$ cat src/rtl/sio_pkg.sv
package sio_pkg;

    typedef enum logic [1:0] {
        CW5 = 2'd0,
        CW6 = 2'd1,
        CW7 = 2'd2,
        CW8 = 2'd3
    } char_w_e;

    typedef struct packed {
        logic [7:0] data;
        logic       ferr;
        logic       perr;
    } rx_ent_t;

    localparam int ST_RX_READY = 7;
    localparam int ST_TX_DONE  = 6;
    localparam int ST_HOLD_MT  = 5;
    localparam int ST_FRAME    = 4;
    localparam int ST_OVERRUN  = 3;
    localparam int ST_PARITY   = 2;
    localparam int ST_DBL      = 1;
    localparam int ST_MPM      = 0;

    function automatic logic [3:0] char_len(char_w_e w);
        return 4'd5 + {2'b00, w};
    endfunction

    function automatic logic [7:0] char_mask(char_w_e w);
        logic [7:0] m;
        m = 8'hFF >> (4'd8 - char_len(w));
        return m;
    endfunction

endpackage

$ cat src/rtl/sio_tx_hold.sv
module sio_tx_hold
    import sio_pkg::*;
(
    input  logic       clk,
    input  logic       rst,
    input  logic       wr,
    input  logic [7:0] wbyte,
    input  char_w_e    width,
    input  logic       take,
    output logic       full,
    output logic [7:0] held
);
    always_ff @(posedge clk) begin
        if (rst) begin
            full <= 1'b0;
            held <= 8'h00;
        end else if (take) begin
            full <= 1'b0;
        end else if (wr && !full) begin
            full <= 1'b1;
            held <= wbyte & char_mask(width);
        end
    end
endmodule

$ cat src/rtl/sio_tx_shift.sv
module sio_tx_shift
    import sio_pkg::*;
#(
    parameter int BIT_CYCLES = 4
) (
    input  logic       clk,
    input  logic       rst,
    input  logic       load,
    input  logic [7:0] load_byte,
    input  char_w_e    width,
    output logic       busy,
    output logic       done,
    output logic       txd
);
    localparam int TW = $clog2(BIT_CYCLES + 1);
    localparam logic [TW-1:0] TICK_LAST = TW'(BIT_CYCLES - 1);

    logic [TW-1:0] tick;
    logic [3:0]    pos;
    logic [3:0]    last_pos;
    logic [7:0]    sh;
    logic [7:0]    shifted;
    char_w_e       w_q;

    assign last_pos = char_len(w_q) + 4'd1;
    assign done     = busy && (tick == TICK_LAST) && (pos == last_pos);
    assign shifted  = sh >> (pos - 4'd1);

    always_comb begin
        if (!busy)                    txd = 1'b1;
        else if (pos == 4'd0)         txd = 1'b0;
        else if (pos <= char_len(w_q)) txd = shifted[0];
        else                          txd = 1'b1;
    end

    always_ff @(posedge clk) begin
        if (rst) begin
            busy <= 1'b0;
            tick <= '0;
            pos  <= 4'd0;
            sh   <= 8'h00;
            w_q  <= CW8;
        end else if (load) begin
            busy <= 1'b1;
            tick <= '0;
            pos  <= 4'd0;
            sh   <= load_byte;
            w_q  <= width;
        end else if (busy) begin
            if (tick == TICK_LAST) begin
                tick <= '0;
                if (pos == last_pos) busy <= 1'b0;
                else                 pos  <= pos + 4'd1;
            end else begin
                tick <= tick + 1'b1;
            end
        end
    end
endmodule

$ cat src/rtl/sio_rx_fifo.sv
module sio_rx_fifo
    import sio_pkg::*;
#(
    parameter int DEPTH = 2
) (
    input  logic    clk,
    input  logic    rst,
    input  logic    flush,
    input  logic    push,
    input  rx_ent_t push_ent,
    input  logic    pop,
    output logic    nonempty,
    output rx_ent_t head,
    output logic    overrun
);
    localparam int PW = (DEPTH > 1) ? $clog2(DEPTH) : 1;
    localparam int CW = $clog2(DEPTH + 1);
    localparam logic [CW-1:0] FULL_CNT = CW'(DEPTH);
    localparam logic [PW-1:0] PTR_LAST = PW'(DEPTH - 1);

    rx_ent_t       mem [DEPTH];
    logic [PW-1:0] rd_ptr, wr_ptr;
    logic [CW-1:0] count;
    logic          do_pop, do_push, lost;

    assign nonempty = (count != '0);
    assign head     = nonempty ? mem[rd_ptr] : '0;
    assign do_pop   = pop && nonempty;
    assign lost     = push && (count == FULL_CNT) && !do_pop;
    assign do_push  = push && !lost;

    function automatic logic [PW-1:0] bump(logic [PW-1:0] p);
        return (p == PTR_LAST) ? '0 : p + 1'b1;
    endfunction

    always_ff @(posedge clk) begin
        if (rst || flush) begin
            rd_ptr  <= '0;
            wr_ptr  <= '0;
            count   <= '0;
            overrun <= 1'b0;
        end else begin
            if (do_pop)  rd_ptr <= bump(rd_ptr);
            if (do_push) wr_ptr <= bump(wr_ptr);
            case ({do_push, do_pop})
                2'b10:   count <= count + 1'b1;
                2'b01:   count <= count - 1'b1;
                default: count <= count;
            endcase
            if (lost)        overrun <= 1'b1;
            else if (do_pop) overrun <= 1'b0;
        end
    end

    for (genvar i = 0; i < DEPTH; i++) begin : g_slot
        always_ff @(posedge clk) begin
            if (rst)                                  mem[i] <= '0;
            else if (do_push && wr_ptr == PW'(i))     mem[i] <= push_ent;
        end
    end
endmodule

$ cat src/rtl/sio_buffer_core.sv
module sio_buffer_core
    import sio_pkg::*;
#(
    parameter int BIT_CYCLES = 4,
    parameter int RX_DEPTH   = 2
) (
    input  logic       clk,
    input  logic       rst,
    input  logic [1:0] char_width,
    input  logic       tx_en,
    input  logic       rx_en,
    input  logic       data_wr,
    input  logic       data_rd,
    input  logic [7:0] wr_byte,
    output logic [7:0] rd_byte,
    input  logic       ctl_wr,
    input  logic [7:0] ctl_wbyte,
    output logic [7:0] ctl_byte,
    input  logic       rx_valid,
    input  logic [7:0] rx_char,
    input  logic       rx_frame_err,
    input  logic       rx_parity_err,
    output logic       txd,
    input  logic       ie_rx_ready,
    input  logic       ie_hold_empty,
    input  logic       ie_tx_done,
    input  logic       txc_ack,
    output logic       irq_rx_ready,
    output logic       irq_hold_empty,
    output logic       irq_tx_done
);
    char_w_e    width;
    logic       hold_full, sh_busy, sh_done, load;
    logic [7:0] held;
    logic       tx_done_q, dbl_q, mpm_q;
    logic       rx_nonempty, rx_overrun;
    rx_ent_t    rx_head, rx_in;

    assign width = char_w_e'(char_width);
    assign load  = tx_en && hold_full && !sh_busy;

    sio_tx_hold u_hold (
        .clk(clk), .rst(rst), .wr(data_wr), .wbyte(wr_byte), .width(width),
        .take(load), .full(hold_full), .held(held)
    );

    sio_tx_shift #(.BIT_CYCLES(BIT_CYCLES)) u_shift (
        .clk(clk), .rst(rst), .load(load), .load_byte(held), .width(width),
        .busy(sh_busy), .done(sh_done), .txd(txd)
    );

    assign rx_in.data = rx_char & char_mask(width);
    assign rx_in.ferr = rx_frame_err;
    assign rx_in.perr = rx_parity_err;

    sio_rx_fifo #(.DEPTH(RX_DEPTH)) u_rxq (
        .clk(clk), .rst(rst), .flush(!rx_en), .push(rx_valid), .push_ent(rx_in),
        .pop(data_rd), .nonempty(rx_nonempty), .head(rx_head), .overrun(rx_overrun)
    );

    always_ff @(posedge clk) begin
        if (rst) begin
            tx_done_q <= 1'b0;
            dbl_q     <= 1'b0;
            mpm_q     <= 1'b0;
        end else begin
            if (sh_done && !hold_full && !data_wr)
                tx_done_q <= 1'b1;
            else if (txc_ack || (ctl_wr && ctl_wbyte[ST_TX_DONE]))
                tx_done_q <= 1'b0;
            if (ctl_wr) begin
                dbl_q <= ctl_wbyte[ST_DBL];
                mpm_q <= ctl_wbyte[ST_MPM];
            end
        end
    end

    always_comb begin
        ctl_byte              = 8'h00;
        ctl_byte[ST_RX_READY] = rx_nonempty;
        ctl_byte[ST_TX_DONE]  = tx_done_q;
        ctl_byte[ST_HOLD_MT]  = !hold_full;
        ctl_byte[ST_FRAME]    = rx_head.ferr;
        ctl_byte[ST_OVERRUN]  = rx_overrun;
        ctl_byte[ST_PARITY]   = rx_head.perr;
        ctl_byte[ST_DBL]      = dbl_q;
        ctl_byte[ST_MPM]      = mpm_q;
    end

    assign rd_byte        = rx_head.data;
    assign irq_rx_ready   = rx_nonempty && ie_rx_ready;
    assign irq_hold_empty = !hold_full && ie_hold_empty;
    assign irq_tx_done    = tx_done_q && ie_tx_done;
endmodule

$ cat config.mk
export PLATFORM = sky130hd
export DESIGN_NAME = sio_buffer_core
export DESIGN_NICKNAME = d
export VERILOG_FILES = /design/src/rtl/sio_pkg.sv /design/src/rtl/sio_tx_hold.sv /design/src/rtl/sio_tx_shift.sv /design/src/rtl/sio_rx_fifo.sv /design/src/rtl/sio_buffer_core.sv
export SDC_FILE = /design/constraint.sdc
export NUM_CORES = 1
export LEC_CHECK = 0
export BUFFER_PORTS_ARGS = -buffer_cell sky130_fd_sc_hd__buf_2
export CORE_ASPECT_RATIO = 1.5
export CORE_MARGIN = 8
export CORE_UTILIZATION = 30
export DETAILED_ROUTE_END_ITERATION = 7
export GPL_ROUTABILITY_DRIVEN = 0
export GPL_TIMING_DRIVEN = 1
export PLACE_DENSITY = 0.46
export SLEW_MARGIN = 20
export SYNTH_ARGS = -nofsm -noshare
export SYNTH_HDL_FRONTEND = slang
export SYNTH_SLANG_ARGS = --single-unit
$ cat constraint.sdc
create_clock -name clk -period 3.45 [get_ports clk]
set_input_delay 0.345 -clock clk [delete_from_list [all_inputs] [get_ports clk]]
set_output_delay 0.345 -clock clk [all_outputs]
set_load 0.01 [all_outputs]
==> summary.txt <==
most frequent cell after synthesis = nand2_1
Boundary Pins = 60
Num CTS Buffers = 5
first-pass GRT wire length = 10480 um
crit start category = flop
Die X = 94.44 um
largest net degree at the start of global routing = 32
hold_ws = 0.2869 ns
CTS Hold Bufs = 0
CP Capture Type = output port
Tcrit/Tclk final = 0.8122
Leak = 0.001318 uW
Setup Crit Path Kind = flop to output port
RSZ-0062 raised after global routing = no
# DRC = 0
Fillers = 964
input/output buffers = 54
DRT Wirelength = 6182 um
setup_tns = 0 ns
core area = 9092 um2
#FFs+latches synth = 56
Clock Path Buffers = 2
area grow syn2layout = 17.04%
routed len/inst = 13.68 um
critical path cell sequence = inv_1 -> ha_1 -> mux2_2 -> a21oi_1 -> o31ai_1 -> a22oi_1 -> nand3_1 -> buf_2
Hold WC Path Type = input pin to flop
final instance area = 3241 um2
Seq/Total Area, Yosys = 0.4772
Fin. Hold Viols = 0
global-route usage over all layers = 0.1049
Post-CTS Setup Bufs = 0
Max-Cap Viols = 0
Worst-Skew Late Latency = 0.29 ns
vias in the first global route = 2230
critical path's top delay family = flip-flops
Max Transition Viols Final = 0
clk_skew = 0.003215 ns
CTS root buffer = clkbuf_16
H-tree Lvls = 2
actual slew at the worst max-slew pin = 0.8723 ns
crit path max fanout = 9
Synth async-reset ratio = 0
TritonCTS Sinks = 56
share of cells above drive strength 1 = 0.2000
Post-synth EDFFs = 20
WP data arrival = 2.46 ns
maximum clock frequency = 0.3569 GHz
Avg Inst Size Synth = 9.386 um2
Ys Warns = 0
initial drt markers = 96
min Tclk post-route = 2.802 ns
CP max-delay cell = dfxtp_1
Synthesized Nets = 344
status = complete, no violations
Mapped Area = 2769 um2
post-synth cell types = 44
chip height = 133.7 um
post-place instance area = 3099 um2
CP max stage delay = 0.49 ns
Synth top area share = 0.2603
commonest cells in the netlist = 40 x nand2_1, 36 x dfxtp_1, 26 x nor2_1
relative slew slack = 0.4140
ANT cells = 0
row count = 43
Overflow after GRT = 0
Worst Path Buf+Inv = 2
Syn Inst Count = 295
antenna violations before repair = 0
Synth area leaders = dfxtp_1 26%, edfxtp_1 22%, mux2i_1 6.1%, nand2_1 5.4%, a21oi_1 4.2%
die area = 12620 um2
routed vias/inst = 4.726
Layout Nets = 388
number of gates resized after cts = 0
VDD IR max = 0.2029 mV
PD cells = 423.0 nW/um2
area leader, netlist = dfxtp_1
total number of vias = 2136
Worst-path clk slew = 0.07 ns
CP required = 3.11 ns
DRT Pass-1 Iters = 4
Routed Antenna Nets = 0
Synth Flop Type = dfxtp_1
DPL Wire Length = 4606 um
Setup violations, final = 0
CTS tree = built
Starting Density = 0.3045
==> cell type report <==
type	count	area (um2)	area share
multi-input cells	208	1308	0.4035
inverters	12	45.04	0.01390
clock buffers	6	128.9	0.03977
flip-flops and latches	56	1321	0.4077
well taps	112	140.1	0.04324
repair buffers	56	285.3	0.08803
clock inverters	2	12.51	0.003861
==> power by group <==
group          leakage [uW]  switching, uW  total, uW  internal, uW
Combinational      0.000745           81.8        142          60.2
Sequential         0.000506           15.8        728           712
Clock             0.0000669            232        501           269
==> final timing paths <==
| check | from | to | slack [ns] | cells after the start |
|---|---|---|---|---|
| setup / recovery | u_shift.pos[0]$_SDFFE_PP0P_ | txd | 0.65 | 8 |
| hold reg to reg | u_hold.held[2]$_SDFFE_PP0P_ | u_shift.sh[2]$_SDFFE_PP0P_ | 0.45 | 2 |
| setup reg to reg | u_shift.w_q[0]$_SDFFE_PP1P_ | u_shift.pos[3]$_SDFFE_PP0P_ | 1.52 | 6 |
| hold / removal | wr_byte[3] | u_hold.held[3]$_SDFFE_PP0P_ | 0.29 | 3 |
==> cell usage in the layout (no fill, tap or decap), types with 2 or more instances in the layout <==
| cell | synthesis | routed |
|---|---|---|
| a211oi_1 | 5 | 5 |
| a21oi_1 | 23 | 23 |
| a22oi_1 | 2 | 2 |
| a31oi_1 | 2 | 2 |
| and2_1 | 15 | 15 |
| and3_1 | 3 | 3 |
| buf_2 | 0 | 54 |
| buf_4 | 6 | 2 |
| clkbuf_16 | 0 | 5 |
| dfxtp_1 | 36 | 36 |
| edfxtp_1 | 20 | 20 |
| ha_1 | 9 | 9 |
| inv_1 | 12 | 12 |
| mux2i_1 | 17 | 17 |
| nand2_1 | 40 | 40 |
| nand2b_1 | 3 | 3 |
| nand3_1 | 8 | 8 |
| nand3b_1 | 6 | 6 |
| nand4_1 | 2 | 2 |
| nor2_1 | 26 | 26 |
| nor2b_1 | 8 | 8 |
| nor3_1 | 4 | 4 |
| nor4_1 | 2 | 2 |
| o21ai_0 | 5 | 5 |
| o21bai_1 | 2 | 2 |
| o31ai_1 | 2 | 2 |
| or3_1 | 2 | 2 |
| xnor2_1 | 4 | 4 |
| xor2_1 | 3 | 3 |
==> per-stage QoR <==
| stage | worst slack, ns | power [uW] | util | cells |
|---|---|---|---|---|
| after global routing | 0.3833 | 1444 | 0.3564 | 452 |
| after global placement | 0.9632 | 887.7 | 0.3409 | 444 |
| after detailed placement | 0.9603 | 889.6 | 0.3409 | 444 |
| final | 0.6481 | 1371 | 0.3564 | 452 |
| after floorplan | 1.050 | 833.2 | - | 295 |
| after CTS | 0.6263 | 1400 | 0.3564 | 452 |
==> worst register-to-register path: cells and delay by family, from the launching register on <==
kind            cells  cell delay [ns]
simple gates        2             0.50
xor+xnor            1             0.13
flops               1             0.42
fa+ha+maj           1             0.29
compound gates      2             0.52
==> logic make-up (layout without fill, tap and decap cells) <==
kind of cell / after synthesis / after routing / synth area share
AND/OR/NAND/NOR: 124 / 124 / 0.2214
AO/OA/AOI/OAI: 48 / 48 / 0.1062
flip-flops: 56 / 56 / 0.4772
XOR/XNOR: 8 / 8 / 0.03028
buffers and inverters: 31 / 76 / 0.05060
multiplexers: 19 / 19 / 0.07365
adder cells (fa/ha/maj): 9 / 9 / 0.04067
==> flip-flops by register name (all words and copies together), names as in the netlist, named ones only <==
signal / flops
u_shift.pos: 4
u_rxq.rd_ptr: 1
mpm_q: 1
u_rxq.count: 2
u_rxq.overrun: 1
u_shift.busy: 1
u_hold.full: 1
u_hold.held: 8
u_shift.w_q: 2
u_shift.sh: 8
dbl_q: 1
u_rxq.wr_ptr: 1
u_rxq.mem: 20
tx_done_q: 1
u_shift.tick: 3
==> metal layers <==
metal | part of all wire | global-route usage
met1 | 0.41 | 0.1100
met2 | 0.51 | 0.1908
met3 | 0.062 | 0.02815
met4 | 0.015 | 0.03720
met5 | 0 | 0
(Power assumes the default switching activity.)
